### src/rtl/lru_age_unit.sv
module lru_age_unit #(
  parameter int WAYS   = 4,
  parameter int SETS   = 16,
  parameter int STATES = 4
) (
  input  logic                                  clk,
  input  logic                                  rst_n,
  input  logic [(SETS > 1 ? $clog2(SETS) : 1)-1:0] set_idx,
  input  logic                                  hit_en,
  input  logic [(WAYS > 1 ? $clog2(WAYS) : 1)-1:0] hit_way,
  input  logic                                  alloc_en,
  input  logic [(WAYS > 1 ? $clog2(WAYS) : 1)-1:0] alloc_way,
  input  logic                                  inv_en,
  input  logic [(WAYS > 1 ? $clog2(WAYS) : 1)-1:0] inv_way,
  output logic [(WAYS > 1 ? $clog2(WAYS) : 1)-1:0] victim_way
);
  localparam int IW = (SETS > 1) ? $clog2(SETS) : 1;
  localparam int WW = (WAYS > 1) ? $clog2(WAYS) : 1;
  localparam int CW = $clog2(STATES);
  localparam logic [CW-1:0] TOP = CW'(STATES - 1);

  logic [CW-1:0] age_q [SETS][WAYS];
  logic [CW-1:0] cur   [WAYS];
  logic [CW-1:0] nxt   [WAYS];
  logic [CW-1:0] best;
  logic [CW-1:0] hit_age;
  logic          upd;

  assign upd = hit_en | alloc_en | inv_en;

  always_comb begin
    for (int w = 0; w < WAYS; w++) cur[w] = age_q[set_idx][w];
  end

  always_comb begin
    victim_way = '0;
    best       = TOP;
    for (int w = 0; w < WAYS; w++) begin
      if (cur[w] < best) begin
        best       = cur[w];
        victim_way = WW'(w);
      end
    end
  end

  assign hit_age = cur[hit_way];

  always_comb begin
    for (int w = 0; w < WAYS; w++) begin
      nxt[w] = cur[w];
      if (hit_en) begin
        if (WW'(w) == hit_way)    nxt[w] = TOP;
        else if (cur[w] > hit_age) nxt[w] = cur[w] - 1'b1;
      end else if (alloc_en) begin
        if (WW'(w) == alloc_way)  nxt[w] = TOP;
        else if (cur[w] != '0)     nxt[w] = cur[w] - 1'b1;
      end else if (inv_en) begin
        if (WW'(w) == inv_way)    nxt[w] = '0;
      end
    end
  end

  always_ff @(posedge clk) begin
    if (!rst_n) begin
      for (int s = 0; s < SETS; s++)
        for (int w = 0; w < WAYS; w++) age_q[s][w] <= '0;
    end else if (upd) begin
      for (int w = 0; w < WAYS; w++) age_q[set_idx][w] <= nxt[w];
    end
  end

  logic [IW-1:0] unused_iw;
  assign unused_iw = set_idx;
endmodule

### config.mk
export PLATFORM = sky130hd
export DESIGN_NAME = lru_age_unit
export DESIGN_NICKNAME = d
export VERILOG_FILES = /design/src/rtl/lru_age_unit.sv
export SDC_FILE = /design/constraint.sdc
export NUM_CORES = 1
export LEC_CHECK = 0
export ABC_CLOCK_PERIOD_IN_PS = 5500
export BUFFER_PORTS_ARGS = -buffer_cell sky130_fd_sc_hd__clkbuf_2
export CAP_MARGIN = 10
export CELL_PAD_IN_SITES_DETAIL_PLACEMENT = 1
export CELL_PAD_IN_SITES_GLOBAL_PLACEMENT = 2
export CORE_UTILIZATION = 44
export CTS_BUF_LIST = sky130_fd_sc_hd__clkbuf_8 sky130_fd_sc_hd__clkbuf_16
export CTS_CLUSTER_DIAMETER = 50
export DETAILED_ROUTE_END_ITERATION = 12
export HOLD_SLACK_MARGIN = 0.15
export PLACE_DENSITY = 0.78
export SETUP_SLACK_MARGIN = 0.4
export SLEW_MARGIN = 20
export SYNTH_ARGS = -nofsm -noshare
export SYNTH_HDL_FRONTEND = slang
export SYNTH_SLANG_ARGS = --single-unit
### constraint.sdc
create_clock -name clk -period 5.5 [get_ports clk]
set_clock_uncertainty 0.05 [all_clocks]
set_input_delay 0.55 -clock clk [delete_from_list [all_inputs] [get_ports clk]]
set_output_delay 0.55 -clock clk [all_outputs]
set_load 0.03 [all_outputs]
* Word level (Yosys, flattened, before mapping)
Memories as Yosys holds them, arrays and structs flattened.
Cells that the tools add are included.
** Storage, ports and cells
- Register bits :: 0
- Memories :: 1
- Memory bits (writable) :: 128
** Operators by class
- Bitwise gates (word level) :: 3
- Add/subtract/negate cells :: 4
- Multiplexer cells :: 48
- Order comparisons :: 9
- Reductions and logical operators :: 8
- Equal/unequal tests :: 9
** Memories
- age_q :: depth 16, bits a word 8, read ports 1, clocked after memory_dff 0, write ports 16, line 22 : logic [CW-1:0] age_q [SETS][WAYS];
** Operators with widths (number)
- $mux 2 :: 39
- $eq 2x2->1 const A :: 6
- $gt 2x2->1 :: 4
- $mux 8 :: 1
- $reduce_bool 2->1 :: 4
- $reduce_or 8->1 :: 1
- $sub 2x1->2 const B :: 4
- $eq 1x2->1 const A :: 3
- $logic_not 2->1 :: 3
- $lt 2x2->1 :: 3
- $mux 1 :: 6
- $bmux 2 s2 :: 1
- $mux 4 :: 1
- $ge 3x3->1 const B :: 1
- $not 2->3 :: 1
- $lt 2x2->1 const B :: 1
- $or 1x1->1 :: 2

* Logic depth before layout (Yosys ltp)
Gate-level depths: netlist of run 1.
- Depth in word-level cells :: 9
- Depth in mapped cells :: 17
- Depth with buffers taken out :: 13

* Worst setup path after synthesis of run 1
Ideal clock, no wire load.
- Path kind :: input to output
- From :: input set_idx[1] (netlist name)
- To :: output victim_way[0] (netlist name)
- Buffers on the path :: 1
- Arrival :: 3.787 ns
- Slack :: 1.113 ns
- Stages :: 12
- Cell sequence :: buf_6 -> mux4_1 -> mux2_2 -> nand2_1 -> o21ai_1 -> ha_1 -> or2_2 -> ha_1 -> nor2b_1 -> o22ai_1 -> o21ai_0 -> o32ai_1
** On the way
- Word-level cells in the longest chain between the ends :: 9
- Elaborated cells between the ends (all ways) :: 11
- Classes of those cells :: 4 x order compare; 6 x mux; 1 x memory
** Ends and longest elaborated chain
- start: declaration :: line 8 : input logic [(SETS > 1 ? $clog2(SETS) : 1)-1:0] set_idx,
- $mem_v2 16x8 *
- $lt 2x2->1 :: line 39 : if (cur[w] < best) begin
- $mux 2 :: line 39
- $lt 2x2->1 :: line 39
- $mux 2 :: line 39
- $lt 2x2->1 :: line 39
- $mux 2 :: line 39
- $lt 2x2->1 :: line 39
- $mux 2 * :: line 39
- end: declaration :: line 15 : output logic [(WAYS > 1 ? $clog2(WAYS) : 1)-1:0] victim_way
Mark *: on every way between the ends. The rest lies on a longest branch, timed or not.

* Worst setup path in the final report of run 1
- From :: input set_idx[0] (netlist name)
- To :: output victim_way[0] (netlist name)
Same word-level chain as after synthesis.

==> qor.csv, run 1 <==
stage,metric,value,unit
drt,wire_per_inst,24.8,µm
drt,viasPerCell,5.89,
min_path,worst_hold_path_type,input port to flop,
power,power-per-cell-area,355,mW/mm²
clocking,cts-buffers-inserted,17,
logic_synthesis,post_synth_num_cell_types,59,
critical_path,worstPathArrival,4.22,ns
logic_synthesis,synth_edf_count,128,
logic_synthesis,synthesis.yosys.warnings,0,
layout,largest_reg_flops,128,
logic_synthesis,post_synthesis_register_bit_count,128,
power,p_leak,2.89,nW
logic_synthesis,synth.area.top_cells,"sky130_fd_sc_hd__edfxtp_1 (56%), sky130_fd_sc_hd__mux4_2 (6.9%), sky130_fd_sc_hd__nor2_1 (5.9%)",
floorplanning,chipHeight,127,µm
global_route,gr-usage-all-layers,0.264,
logic_synthesis,synth_top_area_frac,0.558,
sta,post-route-period-util,0.877,
clocking,cts.root.buffer_cell,sky130_fd_sc_hd__clkbuf_16,
layout,nets,600,
floorplanning,fp.dieArea,0.0162,mm²
drt,detail_route.first_pass.iterations,4,
layout,layout_common_cells,"sky130_fd_sc_hd__edfxtp_1 (128), sky130_fd_sc_hd__nor2_1 (108), sky130_fd_sc_hd__nand2_1 (48)",
global_route,global_route_wire_length_before_repair,30300,µm
drt,detail-route-antenna-nets,0,
clocking,cts_hold_buffers,0,
logic_synthesis,synth_flop_cell,sky130_fd_sc_hd__edfxtp_1,
power,p_clk_frac,0.414,
layout,max_flop_register,age_q,
global_route,maximum_number_of_pins_on_one_net_before_global_route_repair,30,
critical_path,worst_path_largest_cell_delay,0.58,ns
sta,timing.final.hold_violations,0,
logic_synthesis,syn-instance-count,549,
drt,drc,0,
sta,setup_viol,0,
power,sequentialPowerShare,0.412,
flow_run,max_cap_viol_count,0,
floorplanning,design.core.area,0.0153,mm²
clocking,resized_after_cts,0,
critical_path,critPathRequiredTime,4.90,ns
power,ir_worst_vdd,0.000236,V
layout,layout.cells.most_common,sky130_fd_sc_hd__edfxtp_1,
layout,antenna_cells,0,
critical_path,cp_cell_sequence,"clkbuf_2, mux4_2, a22o_1, a211o_1, ha_1, or2_2, ha_1, nor2b_1, o22ai_1, o21ai_0, o32ai_1, clkbuf_2",
floorplanning,start_util,0.451,
logic_synthesis,synth.avg_cell_area,12.5,µm²
clocking,cts_htree_levels,4,
logic_synthesis,synthesis.nets,584,
critical_path,end_kind,output pin,
sta,relSlewSlack,0.324,
logic_synthesis,yosysSeqAreaShare,0.558,
critical_path,critical_path.n_buffers_inverters,2,
sta,timing.final.max_slew_violations,0,
global_route,grt_overflow,0,
sta,grt_setup_unrepaired,false,
critical_path,cpLargestDelayFamily,compound AO/OA/AOI/OAI gates,
clocking,cts_tree,built,
placement,place.port_buffers,16,
global_route,number_of_global_route_vias_before_repair,4913,
floorplanning,num_rows,45,
sta,worst_slack,0.678,ns
placement,placement.setup.worst_slack,0.644,ns
power,combinationalPowerShare,0.175,
clocking,cts_post_setup_buffers_inserted,0,
sta,tns,0,ns
sta,tightestPinTransition,1.00,ns
critical_path,cp_slowest_cell,sky130_fd_sc_hd__mux4_2,
global_route,grt_antenna_before_repair,0,
placement,gpl.final_weighted_congestion,0.818,
clocking,cts.clk_slew.worst_paths,0.05,ns
logic_synthesis,synth_area,0.00689,mm²
clocking,cts_sink_count,128,
outcome,run_status,"finished, final reports clean",
layout,utilization,0.507,
floorplanning,ioPinCount,17,
clocking,insertion_delay,0.42,ns
critical_path,startpoint_type,input port,
power,netSwitchingPower,0.000763,W
sta,min_period,4.82,ns
drt,drt_wl_total,19600,µm
floorplanning,fp.dieW,127,µm
logic_synthesis,asyncSetResetFlopFracSynth,0,
placement,detailed_place_hpwl,13300,µm
layout,layout-drive-gt1-share,0.202,
clocking,cts_buffer_depth,2,
power,switching_share,0.277,
logic_synthesis,synthDominantAreaCellType,sky130_fd_sc_hd__edfxtp_1,
sta,whs,0.920,ns
critical_path,crit_type,input port to output pin,
layout,areaGrowthSynthToFinish,12.3,%
power,power_report.internal_total,0.00199,W
critical_path,crit_path_max_fanout,16,
power,totalPowerFinal,0.00275,W
layout,largest_registers,age_q: 128 flops,
sta,clock.fmax,207,MHz
drt,drt_first_iter_violations,378,
drt,via_count,4648,
[worst reg2reg max path, delay by kind of cell (launching register included)]
kind,cells,cell delay (ns)
flip-flops,1,0.36
multiplexers,4,2.39
AND/OR/NAND/NOR,1,0.12
AO/OA/AOI/OAI,1,0.31
adder cells (fa/ha/maj),1,0.35
[layer usage]
metal  part of all wire  global-route usage  routed length, µm
met4              0.027               0.106                521
met2               0.49               0.437               9650
met3              0.030              0.0419                588
met5                  0                   0                  0
met1               0.45               0.349               8790
[cell type report]
class	count	area [µm²]
repair buffers	30	185
well taps	211	264
clock inverters	15	169
multi-input cells	374	2800
fillers	1560	7520
inverters	14	52.6
flip-flops and latches	128	3840
clock buffers	17	425
[power by group through the flow]
stage               clock [W]  combinational, W  sequential [W]
floorplan                   0          0.000323         0.00115
global placement            0          0.000460         0.00115
detailed placement          0          0.000476         0.00115
CTS                   0.00115          0.000480         0.00113
global route          0.00118          0.000519         0.00114
finish                0.00114          0.000480         0.00113
[kinds of logic after synthesis]
logic type,synth area share
adders and majority gates,0.0363
muxes,0.129
DFF,0.558
and+or+nand+nor,0.172
buffers and inverters,0.0360
AOI/OAI and AO/OA,0.0670
xor gates and xnor gates,0.00127
[path summary, 6_finish.rpt]
| check | start | endpoint | slack (ns) | cells past startpoint |
|---|---|---|---|---|
| max reg2reg | age_q[11][4]$_SDFFCE_PN0P_ | age_q[4][6]$_SDFFCE_PN0P_ | 1.64 | 7 |
| min | hit_en | age_q[3][4]$_SDFFCE_PN0P_ | 0.92 | 5 |
| min reg2reg | age_q[1][4]$_SDFFCE_PN0P_ | age_q[3][4]$_SDFFCE_PN0P_ | 1.43 | 6 |
| max | set_idx[0] | victim_way[0] | 0.68 | 12 |
[through the flow]
stage / area [µm²] / instances
after floorplan: 6890 / 549
after global placement: 7140 / 757
after detailed placement: 7140 / 757
after CTS: 7730 / 789
after global routing: 7730 / 789
final: 7730 / 789
[cells in the mapped netlist (all sizes together), types with 3 or more instances]
library cell and instances:
buf 18, nor2b 13, nor2 109, a22oi 6, a31oi 4, mux2i 21, ha 20, and3 3
nor3b 18, o21ai 18, or2 3, mux2 5, o221ai 3, nor3 19, clkbuf 15, and2 3
o21bai 3, edfxtp 128, nand2 48, nand3 14, a21oi 5, inv 14, mux4 26, o211ai 4
Note: power is estimated with default switching activity, not from simulation.
==> run 2, diff against run 1 <==
--- a/config.mk
+++ b/config.mk
@@ -6,12 +6,12 @@
 export NUM_CORES = 1
 export LEC_CHECK = 0
 export ABC_CLOCK_PERIOD_IN_PS = 5500
-export BUFFER_PORTS_ARGS = -buffer_cell sky130_fd_sc_hd__clkbuf_2
+export BUFFER_PORTS_ARGS = -buffer_cell sky130_fd_sc_hd__buf_4
 export CAP_MARGIN = 10
 export CELL_PAD_IN_SITES_DETAIL_PLACEMENT = 1
 export CELL_PAD_IN_SITES_GLOBAL_PLACEMENT = 2
 export CORE_UTILIZATION = 44
-export CTS_BUF_LIST = sky130_fd_sc_hd__clkbuf_8 sky130_fd_sc_hd__clkbuf_16
+export CTS_BUF_LIST = sky130_fd_sc_hd__clkbuf_16
 export CTS_CLUSTER_DIAMETER = 50
 export DETAILED_ROUTE_END_ITERATION = 12
 export HOLD_SLACK_MARGIN = 0.15
==> run 2 against run 1 <==
  * Hold slack lost 0.15 ns
  * Clock power about the same
  * Largest power group is now sequential cells
  * Final area increased by 0.27%
  * Sequential power about the same
  * Highest routed layer unchanged
  * Critical path type unchanged
  * Sequential share of layout area decreased by 0.14 points
  * Die area is the same
  * Total power fell by 0.56%
  * Utilization increased by 0.14 points
  * Non-clock buffer count decreased by 3
==> qor.csv, run 2 (same netlist as run 1, synthesis figures left out) <==
stage,metric,value,unit
floorplanning,ioPinCount,17,
clocking,cts.clk_slew.worst_paths,0.05,ns
flow_run,max_cap_viol_count,0,
layout,layout-drive-gt1-share,0.198,
sta,timing.final.hold_violations,0,
global_route,grt_overflow,0,
power,ir_worst_vdd,0.000213,V
clocking,cts_tree,built,
power,combinationalPowerShare,0.178,
layout,largest_reg_flops,128,
clocking,resized_after_cts,0,
drt,viasPerCell,5.84,
critical_path,crit_path_start,set_idx[1],
critical_path,crit_path_max_fanout,45,
outcome,run_status,"finished, final reports clean",
floorplanning,num_rows,45,
global_route,gr-usage-all-layers,0.258,
critical_path,critical_register_to_register_path_startpoint,age_q[15][0]$_SDFFCE_PN0P_,
drt,detail_route.first_pass.iterations,4,
min_path,worst_hold_path_type,input port to flop,
sta,tns,0,ns
sta,post-route-period-util,0.868,
clocking,cts_hold_buffers,0,
drt,wire_per_inst,24.4,µm
clocking,cts_htree_levels,4,
critical_path,crit_type,input port to output pin,
placement,gpl.final_weighted_congestion,0.806,
sta,tightestPinTransition,0.940,ns
clocking,cts.root.buffer_cell,sky130_fd_sc_hd__clkbuf_16,
clocking,cts_sink_count,128,
drt,via_count,4589,
floorplanning,fp.dieW,127,µm
critical_path,end_kind,output pin,
critical_path,worstPathArrival,4.17,ns
placement,detailed_place_hpwl,13200,µm
sta,whs,0.769,ns
layout,antenna_cells,0,
clocking,cts-buffers-inserted,17,
power,sequentialPowerShare,0.414,
floorplanning,design.core.area,0.0153,mm²
power,p_clk_frac,0.408,
placement,placement.setup.worst_slack,0.741,ns
sta,timing.final.max_slew_violations,0,
sta,grt_setup_unrepaired,false,
drt,drc,0,
critical_path,timing.reg2reg.worst_path_depth,7,
power,power-per-cell-area,352,mW/mm²
layout,fill_cells,1564,
global_route,grt_antenna_before_repair,0,
global_route,number_of_global_route_vias_before_repair,4814,
layout,areaGrowthSynthToFinish,12.6,%
floorplanning,fp.dieArea,0.0162,mm²
clocking,cts_buffer_depth,2,
critical_path,critPathRequiredTime,4.90,ns
layout,max_flop_register,age_q,
drt,detail-route-antenna-nets,0,
drt,drt_first_iter_violations,353,
sta,min_period,4.77,ns
power,switching_share,0.283,
sta,clock.fmax,209,MHz
layout,layout_common_cells,"sky130_fd_sc_hd__edfxtp_1 (128), sky130_fd_sc_hd__nor2_1 (108), sky130_fd_sc_hd__nand2_1 (48)",
sta,worst_slack,0.725,ns
critical_path,startpoint_type,input port,
placement,place.port_buffers,16,
power,netSwitchingPower,0.000774,W
drt,drt_wl_total,19100,µm
min_path,hold_depth,4,
clocking,insertion_delay,0.43,ns
layout,layout.cells.most_common,sky130_fd_sc_hd__edfxtp_1,
floorplanning,chipHeight,127,µm
clocking,cts_post_setup_buffers_inserted,0,
power,power_report.internal_total,0.00196,W
sta,setup_viol,0,
min_path,timing.hold.worst.start,hit_en,
sta,relSlewSlack,0.372,
layout,nets,597,
global_route,maximum_number_of_pins_on_one_net_before_global_route_repair,46,
global_route,global_route_wire_length_before_repair,29500,µm
power,p_leak,2.87,nW
layout,largest_registers,age_q: 128 flops,
floorplanning,start_util,0.451,
-- run 2: cell types whose count changed in the layout (fill, tap and decap cells not counted), sizes merged --
cell	previous run	this run
clkinv	7	3
clkinvlp	2	4
bufinv	3	2
clkbuf	33	17
buf	14	27
inv	17	20
-- run 2: critical path: stages --
cell and delay [ns]:
sky130_fd_sc_hd__buf_4 0.56, sky130_fd_sc_hd__mux4_1 0.62, sky130_fd_sc_hd__mux2_2 0.31, sky130_fd_sc_hd__nand2_1 0.07, sky130_fd_sc_hd__o21ai_1 0.19, sky130_fd_sc_hd__ha_1 0.26, sky130_fd_sc_hd__or2_2 0.31, sky130_fd_sc_hd__ha_1 0.29
sky130_fd_sc_hd__nor2b_1 0.13, sky130_fd_sc_hd__o22ai_1 0.20, sky130_fd_sc_hd__o21ai_0 0.16, sky130_fd_sc_hd__o32ai_1 0.29, sky130_fd_sc_hd__buf_4 0.21
-- run 2: through the flow --
step / area (µm²) / cells / power [W] / util
floorplan: 6890 / 549 / 0.00147 / -
global placement: 7170 / 754 / 0.00163 / 0.470
detailed placement: 7170 / 754 / 0.00164 / 0.470
CTS: 7760 / 786 / 0.00275 / 0.508
global route: 7760 / 786 / 0.00282 / 0.508
finish: 7760 / 786 / 0.00273 / 0.508
-- run 2: final timing paths --
kind | endpoint | slack, ns
min | age_q[3][4]$_SDFFCE_PN0P_ | 0.77
max reg2reg | age_q[1][6]$_SDFFCE_PN0P_ | 1.55
max | victim_way[0] | 0.73
min reg2reg | age_q[13][1]$_SDFFCE_PN0P_ | 1.39
-- run 2: layout make-up --
type                       instances  area [µm²]  area share
tap                              211         264      0.0340
clock inverter                    15         160      0.0206
sequential                       128        3840       0.496
timing repair buffer              27         215      0.0277
clock buffer                      17         425      0.0548
multi-input combinational        374        2800       0.360
inverter                          14        52.6     0.00678
-- run 2: per-layer routing --
layer / track usage / part of all wire
met5: 0 / 0
met4: 0.0987 / 0.028
met3: 0.0595 / 0.054
met1: 0.340 / 0.43
met2: 0.415 / 0.48
-- run 2: power groups by stage --
stage	sequential, W	combinational [W]	clock, W
after floorplan	0.00115	0.000323	0
after global placement	0.00115	0.000479	0
after detailed placement	0.00115	0.000487	0
after CTS	0.00113	0.000489	0.00112
after global routing	0.00114	0.000528	0.00116
final	0.00113	0.000486	0.00111
